<file path="src/rtl/e1si_pkg.sv">
package e1si_pkg;

  typedef enum logic [1:0] {
    SRC_REG  = 2'b00,
    SRC_SYS  = 2'b01,
    SRC_TPA  = 2'b10,
    SRC_TPB  = 2'b11
  } si_src_e;

  // Alignment-word frames are the even frames of the multiframe.
  function automatic logic frame_has_fas(input logic lsb);
    return ~lsb;
  endfunction

  // Queue step: add an incoming error, take one away on consume, clip to max.
  function automatic int queue_step(input int cnt, input logic inc,
                                    input logic take, input int maxv);
    int n;
    n = cnt + int'(inc) - int'(take);
    if (n > maxv) n = maxv;
    return n;
  endfunction

endpackage

</file>
<file path="src/rtl/e1si_tp_hold.sv">
module e1si_tp_hold (
  input  logic clk,
  input  logic rst_n,
  input  logic slot_stb,
  input  logic frame_lsb,
  input  logic tp_odd,
  input  logic sys_ts0,
  output logic tp_val
);
  logic hold_q;
  logic par_match;

  assign par_match = (frame_lsb == tp_odd);
  assign tp_val    = par_match ? sys_ts0 : hold_q;

  always_ff @(posedge clk) begin
    if (!rst_n)                      hold_q <= 1'b1;
    else if (slot_stb && par_match)  hold_q <= sys_ts0;
  end


  tp_capture_chk: assert property (@(posedge clk) disable iff (!rst_n)
    (slot_stb && par_match) |=> (hold_q == $past(sys_ts0)));

endmodule

</file>
<file path="src/rtl/e1si_ebit.sv">
module e1si_ebit #(
  parameter int QW = 3
) (
  input  logic clk,
  input  logic rst_n,
  input  logic e_slot,
  input  logic err_smf,
  input  logic rx_lmfa,
  input  logic tmr_en,
  input  logic tmr_exp,
  output logic ebit_val
);
  import e1si_pkg::*;

  localparam int QMAX = (1 << QW) - 1;

  logic [QW-1:0] q_cnt;
  logic          tmr_lat;
  logic          tmr_now;
  logic          force_zero;
  logic          pending;
  logic          consume;
  int            q_next;

  assign tmr_now    = tmr_lat | (tmr_en & tmr_exp);
  assign force_zero = rx_lmfa & (~tmr_en | tmr_now);
  assign pending    = (q_cnt != '0) | err_smf;
  assign consume    = e_slot & ~force_zero & pending;
  assign ebit_val   = ~(force_zero | pending);

  always_comb q_next = queue_step(int'(q_cnt), err_smf, consume, QMAX);

  always_ff @(posedge clk) begin
    if (!rst_n) begin
      q_cnt   <= '0;
      tmr_lat <= 1'b0;
    end else begin
      q_cnt   <= QW'(q_next);
      tmr_lat <= rx_lmfa & tmr_now;
    end
  end


  no_overflow_chk: assert property (@(posedge clk) disable iff (!rst_n)
    (q_cnt == QW'(QMAX) && !consume) |=> (q_cnt == QW'(QMAX)));


  one_per_error_chk: assert property (@(posedge clk) disable iff (!rst_n)
    (consume && !err_smf) |=> (q_cnt == $past(q_cnt) - 1'b1));


  tmr_release_chk: assert property (@(posedge clk) disable iff (!rst_n)
    !rx_lmfa |=> !tmr_lat);

endmodule

</file>
<file path="src/rtl/e1_si_tx_select.sv">
module e1_si_tx_select #(
  parameter int MF_LEN = 16,
  parameter int QW     = 3,
  localparam int FNW   = $clog2(MF_LEN)
) (
  input  logic           clk,
  input  logic           rst_n,
  input  logic           slot_stb,
  input  logic [FNW-1:0] frame_num,
  input  logic           crc4_en,
  input  logic [1:0]     src_sel,
  input  logic           reg_sif,
  input  logic           reg_sinf,
  input  logic           sys_si,
  input  logic           sys_ts0,
  input  logic           tp_odd,
  input  logic           auto_ebit,
  input  logic           err_smf,
  input  logic           rx_lmfa,
  input  logic           iw_tmr_en,
  input  logic           iw_tmr_exp,
  output logic           si_bit,
  output logic           si_sel
);
  import e1si_pkg::*;

  localparam logic [FNW-1:0] E_FR_A = FNW'(MF_LEN - 3);
  localparam logic [FNW-1:0] E_FR_B = FNW'(MF_LEN - 1);

  logic is_e_a, is_e_b, is_e_frame, fas_frame;
  logic e_slot, tp_val, ebit_val;
  logic nxt_bit, nxt_sel;
  si_src_e src;

  assign is_e_a     = (frame_num == E_FR_A);
  assign is_e_b     = (frame_num == E_FR_B);
  assign is_e_frame = is_e_a | is_e_b;
  assign fas_frame  = frame_has_fas(frame_num[0]);
  assign e_slot     = slot_stb & crc4_en & auto_ebit & is_e_frame;
  assign src        = si_src_e'(src_sel);

  e1si_tp_hold u_tp (
    .clk       (clk),
    .rst_n     (rst_n),
    .slot_stb  (slot_stb & ~crc4_en),
    .frame_lsb (frame_num[0]),
    .tp_odd    (tp_odd),
    .sys_ts0   (sys_ts0),
    .tp_val    (tp_val)
  );

  e1si_ebit #(.QW(QW)) u_ebit (
    .clk      (clk),
    .rst_n    (rst_n),
    .e_slot   (e_slot),
    .err_smf  (err_smf),
    .rx_lmfa  (rx_lmfa),
    .tmr_en   (iw_tmr_en),
    .tmr_exp  (iw_tmr_exp),
    .ebit_val (ebit_val)
  );

  always_comb begin
    nxt_sel = 1'b1;
    nxt_bit = 1'b1;
    if (crc4_en) begin
      if (!is_e_frame)    nxt_sel = 1'b0;
      else if (auto_ebit) nxt_bit = ebit_val;
      else                nxt_bit = is_e_a ? reg_sif : reg_sinf;
    end else begin
      case (src)
        SRC_REG: nxt_bit = fas_frame ? reg_sif : reg_sinf;
        SRC_SYS: nxt_bit = sys_si;
        default: nxt_bit = tp_val;
      endcase
    end
  end

  always_ff @(posedge clk) begin
    if (!rst_n) begin
      si_bit <= 1'b1;
      si_sel <= 1'b0;
    end else if (slot_stb) begin
      si_bit <= nxt_bit;
      si_sel <= nxt_sel;
    end
  end


  hold_between_chk: assert property (@(posedge clk) disable iff (!rst_n)
    !slot_stb |=> ($stable(si_bit) && $stable(si_sel)));


  crc_other_chk: assert property (@(posedge clk) disable iff (!rst_n)
    (slot_stb && crc4_en && !is_e_frame) |=> (!si_sel && si_bit));


  lmfa_zero_chk: assert property (@(posedge clk) disable iff (!rst_n)
    (e_slot && rx_lmfa && !iw_tmr_en) |=> !si_bit);


  reg_fas_chk: assert property (@(posedge clk) disable iff (!rst_n)
    (slot_stb && !crc4_en && src_sel == 2'b00 && !frame_num[0])
      |=> (si_bit == $past(reg_sif) && si_sel));

endmodule

</file>
<file path="config.mk">
export PLATFORM = sky130hd
export DESIGN_NAME = e1_si_tx_select
export DESIGN_NICKNAME = d
export VERILOG_FILES = /design/src/rtl/e1si_pkg.sv /design/src/rtl/e1si_tp_hold.sv /design/src/rtl/e1si_ebit.sv /design/src/rtl/e1_si_tx_select.sv
export SDC_FILE = /design/constraint.sdc
export NUM_CORES = 1
export LEC_CHECK = 0
export ABC_AREA = 1
export BUFFER_PORTS_ARGS = -buffer_cell sky130_fd_sc_hd__buf_4
export CAP_MARGIN = 40
export CELL_PAD_IN_SITES_DETAIL_PLACEMENT = 0
export CELL_PAD_IN_SITES_GLOBAL_PLACEMENT = 1
export CORE_MARGIN = 3
export CORE_UTILIZATION = 28
export DETAILED_ROUTE_END_ITERATION = 12
export GPL_ROUTABILITY_DRIVEN = 0
export GPL_TIMING_DRIVEN = 0
export PLACE_DENSITY = 0.77
export SLEW_MARGIN = 20
export SYNTH_ARGS = -nofsm -noshare
export SYNTH_HDL_FRONTEND = slang
export SYNTH_HIERARCHICAL = 1
export SYNTH_SLANG_ARGS = --single-unit
</file>
<file path="constraint.sdc">
create_clock -name clk -period 1.9 [get_ports clk]
set_input_delay 0.285 -clock clk [delete_from_list [all_inputs] [get_ports clk]]
set_output_delay 0.285 -clock clk [all_outputs]
set_load 0.01 [all_outputs]
</file>
## Yosys cells after proc, flatten, opt, wreduce, memory -nomap -nowiden

Index checks and enable logic that the tools add are counted.

- $add $sub $neg: 2
- Equality and inequality tests: 4
- Bitwise gates (word level): 18
- Magnitude comparators: 1
- Reductions and logical operators: 3
- Mux-type cells: 10

Operators by type and width:

| cell | number |
|---|---|
| 32-bit by 4-bit > comparator with 1-bit output, second input constant | 1 |
| 1-bit bitwise AND | 9 |
| 4-bit equality test, second input constant | 2 |
| 1-bit two-way mux | 8 |
| 1-bit bitwise OR | 5 |
| 4-bit by 1-bit subtractor with 5-bit output | 1 |
| 3-bit by 1-bit adder with 4-bit output | 1 |
| 1-bit inverter | 4 |
| 3-bit two-way mux | 1 |
| 3-bit nonzero test | 1 |
| 2-bit by 1-bit equality test with 1-bit output, second input constant | 1 |
| 2-bit zero test | 1 |
| 1-bit one-hot mux with 2 select lines | 1 |
| 1-bit equality test | 1 |
| 1-bit logical AND | 1 |

- Bits of input ports: 20
- Logic and storage cells: 43
- Register bits: 7
- Output and inout bits: 2

## Longest topological paths before layout

- Depth in word-level cells: 10
- Gate-level depth with buffers: 15
- Gate-level depth less buffers: 15

## Modules after synthesis

The synthesis kept the hierarchy.

Modules (own cells, without submodules):

| module | times used | area an instance (sq um) | cells an instance |
|---|---|---|---|
| e1si_ebit | 1 | 317.8 | 43 |
| e1_si_tx_select | 1 | 196.4 | 38 |
| e1si_tp_hold | 1 | 86.3 | 15 |

## Least setup slack after synthesis

Ideal clock, no wire load.

- Kind: in2reg
- From: in frame_num[2]
- To: reg u_ebit.q_cnt[1]
- Setup time: 70 ps
- Arrival time: 2008 ps
- Setup slack: -177 ps
- Stages: 14
- Data required time: 1830 ps
- Cell sequence: nand2_1 > inv_2 > nand2_1 > nor3_1 > nand2_1 > nor2_1 > ha_1 > inv_1 > ha_1 > inv_1 > fa_1 > o21ai_0 > nand3_2 > a21oi_1

- Longest elaborated chain between the ends: 8
- Elaborated cells on any way between the ends: 9

Ends and longest elaborated chain:

| what | line | text |
|---|---|---|
| from (decl) | e1_si_tx_select.sv:9 | `input logic [FNW-1:0] frame_num,` |
| 4-bit equality test (on tied branches) | e1_si_tx_select.sv:35, e1_si_tx_select.sv:36 |  |
| 1-bit bitwise OR * | e1_si_tx_select.sv:37 | `assign is_e_frame = is_e_a \| is_e_b;` |
| 1-bit bitwise AND * | e1_si_tx_select.sv:39 | `assign e_slot = slot_stb & crc4_en & auto_ebit & is_e_frame;` |
| net e_slot | e1_si_tx_select.sv:31 | `logic e_slot, tp_val, ebit_val;` |
| 1-bit bitwise AND * (2 in a row) | e1si_ebit.sv:28 | `assign consume = e_slot & ~force_zero & pending;` |
| 4-bit by 1-bit subtractor with 5-bit output * | e1si_pkg.sv:19 | `n = cnt + int'(inc) - int'(take);` |
| 32-bit by 4-bit > comparator with 1-bit output | e1si_pkg.sv:20 | `if (n > maxv) n = maxv;` |
| 3-bit two-way mux * | e1si_pkg.sv:20 |  |
| to (signal assigned) | e1si_ebit.sv:38 | `q_cnt <= QW'(q_next);` |
| to (decl) | e1si_ebit.sv:17 | `logic [QW-1:0] q_cnt;` |

Mark *: on every way through the listed nets, which the timed path passes. The rest lies on a longest branch.
A chain may end at the register's enable or synchronous reset.

## Final worst setup path

- From: reg u_ebit.q_cnt[0]
- To: reg u_ebit.q_cnt[0]

- Longest elaborated chain between the ends: 6
- Elaborated cells on any way between the ends: 7

Ends and longest elaborated chain:

| what | line |
|---|---|
| branches (longest 3 deep; another with 3-bit by 1-bit adder with 4-bit output) | - |
| 4-bit by 1-bit subtractor with 5-bit output * | e1si_pkg.sv:19 |
| 32-bit by 4-bit > comparator with 1-bit output | e1si_pkg.sv:20 |
| 3-bit two-way mux * | e1si_pkg.sv:20 |

Every way passes the cells marked *.

==> run summary <==
• **status** finished, violations left
• **failing checks** negative setup slack
• **starting density of the core** 30.0%
• **input/output buffers** 21
• **PnR Total Power** 860 uW
• **count of hold buffers inserted by post-cts repair** 0
• **Critical Path Sink Type** flop
• **total number of nets in the final design** 152
• **number of top-level design ports** 22
• **standard-cell row count** 16
• **cell type contributing the most total cell area after synthesis** sky130_fd_sc_hd__dfxtp_1
• **number of max-cap violations** 0
• **drt drc** 0
• **drt initial violations** 4
• **H-tree levels** 1
• **Core ar.** 2000 um2
• **pin count of the biggest net entering global routing** 7
• **Max-slew headroom** 87.1%
• **Final Non-Filler Cells** 151
• **Hold/Removal Path Class** in2reg
• **instance count after placement with tap cells included** 144
• **post-synth cell types** 18
• **number of routed nets with antenna violations** 0
• **Antenna Diode Count** 0
• **highest net fanout along the worst path** 3
• **number of cells on the worst reg-to-reg path** 12
• **clock tree skew after final layout** 0.000195 ns
• **unrepaired setup endpoints after global routing** true
• **root buffer cell** sky130_fd_sc_hd__clkbuf_4
• **die footprint** 2740 um2
• **CP dominant cell by count** sky130_fd_sc_hd__nand3_2
• **Reg clk slew, reported paths** 0.05 ns
• **number of cells traversed by the worst hold path** 3
• **max-slew violations** 0
• **combinational family with the most area after synthesis** simple AND/OR/NAND/NOR gates
• **kind of critical path** reg2reg
• **post-DP HPWL** 1.10 mm
• **Post-Synthesis Cell Area** 601 um2
• **area delta synth->final** 48.3%
• **WP depth** 12
• **highest cell delay on the worst timing path** 0.35 ns
• **minimum clock period after layout** 2.00 ns
• **worst voltage drop across the vdd grid** 0.534 mV
• **Die Ht** 52.3 um
• **area share of the leading cell type in the synthesized netlist** 23.3%
• **Final Cycle Share** 105%
• **Inserted Clock Buffers** 3
• **total global routing overflow** 0
• **Critical path buffers and inverters** 2
• **antenna violations before repair** 0
• **utilization after layout** 44.5%
• **detail-routed via count per cell** 4.19
• **global router's overall resource usage** 11.1%
• **routed length on met2** 631 um
• **Synth Register Bits** 7
• **required time worst endpoint** 2.08 ns
• **number of global-route vias before repair** 568
• **adder-cell share of the synthesized area** 15.8%
• **parity-gate share of the synthesized area counting xor and xnor cells** 1.46%
• **count of yosys warnings during synthesis** 6
• **power density of the placed cells** 966 nW/um2
• **Avg Inst Size Synth** 6.26 um2
• **area fraction in compound gates after synthesis** 13.1%
• **Synthesized Nets** 123
• **TritonCTS sink count** 7
• **part of the Yosys area used for sequential elements** 23.3%
• **global-route wire length before repair** 2.25 mm
• **Final Hold Viols** 0
• **total setup violations reported at the end of the flow** 3
• **Setup TNS Final** -0.284 ns
• **highest layer used for signal routing** met4
• **met3 routed WL** 62 um
• **maximum clock insertion buffer count** 2
• **Pleak** 0.494 nW
• **post-layout worst setup margin** -0.103 ns
• **largest delay contributor family on the critical path** adder cells
• **die span in x** 52.3 um
• **detailed-routing iteration count for the pre-antenna-repair pass** 4
• **CP Cell Sequence** nor2_2 -> nand3_2 -> nand2_2 -> nor2_1 -> ha_1 -> inv_1 -> ha_2 -> inv_2 -> fa_2 -> o21ai_2 -> nand3_2 -> a21oi_2
• **share of layout cells above drive strength 1** 41.9%
• **synthesized instance count** 96
• **highest achievable clock rate** 0.499 GHz
• **clock tree from TritonCTS** done
• **cell with the biggest individual delay on the critical path** sky130_fd_sc_hd__fa_2
• **CP Data Arrival Time** 2.18 ns
• **M1 wire length** 660 um
• **share of cell area taken by muxes after synthesis** 0%
• **startpoint kind of the worst setup timing path** flop
• **worst-skew pair later-pin latency** 0.25 ns
• **transition at the pin with the smallest max-transition slack** 0.192 ns
• **routed length per placed instance** 9.06 um
• **final routed wirelength across all metal layers** 1.37 mm
• **top cells by area in the synthesized netlist** sky130_fd_sc_hd__dfxtp_1 23%, sky130_fd_sc_hd__inv_1 16%, sky130_fd_sc_hd__nand2_1 16%, sky130_fd_sc_hd__ha_1 13%, sky130_fd_sc_hd__a21oi_1 6.7%
• **simple logic cell fraction of the synthesized area** 29.4%
• **DR vias** 633
## cells in the mapped netlist
cell                       count
sky130_fd_sc_hd__nand3_1       5
sky130_fd_sc_hd__o21ai_0       3
sky130_fd_sc_hd__dfxtp_1       7
sky130_fd_sc_hd__nor2_2        1
sky130_fd_sc_hd__o211ai_1      1
sky130_fd_sc_hd__a21oi_1       8
sky130_fd_sc_hd__inv_1        25
sky130_fd_sc_hd__a21boi_1      1
sky130_fd_sc_hd__xnor2_1       1
sky130_fd_sc_hd__nor3_1        2
sky130_fd_sc_hd__nand3_2       2
sky130_fd_sc_hd__nand2_1      25
sky130_fd_sc_hd__inv_2         2
sky130_fd_sc_hd__nand2_2       1
sky130_fd_sc_hd__nor2_1        4
sky130_fd_sc_hd__ha_1          6
sky130_fd_sc_hd__a21oi_2       1
sky130_fd_sc_hd__fa_1          1
## final cells by class
type,count,area [um2]
multi-input combinational,62,400
sequential,7,146
inverter,27,104
clock buffer,4,26.3
tap,27,33.8
fill,221,1110
timing repair buffer,24,180
## worst paths after layout
kind	startpoint	end	slack, ns
max	u_ebit/q_cnt[0]$_SDFF_PN0_	u_ebit/q_cnt[0]$_SDFF_PN0_	-0.10
min	slot_stb	si_sel$_SDFFE_PN0P_	0.28
max reg2reg	u_ebit/q_cnt[0]$_SDFF_PN0_	u_ebit/q_cnt[0]$_SDFF_PN0_	-0.10
min reg2reg	si_sel$_SDFFE_PN0P_	si_sel$_SDFFE_PN0P_	0.49
## state kept, by name, indices dropped and copies added (netlist names)
register,flops
u_ebit/tmr_lat,1
u_tp/hold_q,1
si_bit,1
si_sel,1
u_ebit/q_cnt,3
## metal layers
metal  vias up  GRT usage, %
li1        349             -
met2        13          15.5
met5         -             0
met4         0          6.38
met1       269          14.7
met3         2          3.70
## placed cells by master, fill, tap and decap left out, types with 3 or more instances in the layout
cell,netlist,routed
sky130_fd_sc_hd__a21oi_1,8,4
sky130_fd_sc_hd__a21oi_2,1,5
sky130_fd_sc_hd__buf_4,0,24
sky130_fd_sc_hd__clkbuf_4,0,3
sky130_fd_sc_hd__dfxtp_1,7,4
sky130_fd_sc_hd__ha_1,6,5
sky130_fd_sc_hd__inv_1,25,22
sky130_fd_sc_hd__inv_2,2,4
sky130_fd_sc_hd__nand2_1,25,23
sky130_fd_sc_hd__nand2_2,1,3
sky130_fd_sc_hd__nand3_1,5,4
sky130_fd_sc_hd__nand3_2,2,3
sky130_fd_sc_hd__nor2_1,4,3
## logic make-up after synthesis
logic type	count (synthesis)
and+or+nand+nor	40
AOI/OAI and AO/OA	14
xor gates and xnor gates	1
DFF	7
adders and majority gates	7
buffers and inverters	27
## metrics by stage
stage	setup slack [ns]	hold slack, ns	area, um2
2_1_floorplan	0.00227	0.418	614
3_3_place_gp	-0.196	0.488	806
3_5_place_dp	-0.239	0.487	806
4_1_cts	-0.0410	0.277	872
5_1_grt	-0.216	0.290	891
6_report	-0.103	0.280	891
## where the power goes
part	switching (mW)	internal (mW)	leakage, nW	total [mW]
Clock	0.0542	0.0801	0.0150	0.134
Sequential	0.0271	0.195	0.0590	0.222
Combinational	0.274	0.230	0.420	0.504
Total	0.355	0.505	0.494	0.860
## what timing repair did
| item | 4_1_cts | 5_1_grt |
|---|---|---|
| pin swaps | 1 | 2 |
| buffers inserted | 2 | 1 |
| gates resized for setup | 11 | 5 |
| setup endpoints to repair | 3 | 3 |
| gates cloned | 0 | 0 |
## worst min-delay path: stages
cell and delay [ns]:
sky130_fd_sc_hd__buf_4 0.09, sky130_fd_sc_hd__o211ai_1 0.07, sky130_fd_sc_hd__inv_1 0.05
No activity file was read; power rests on OpenSTA's default activity.
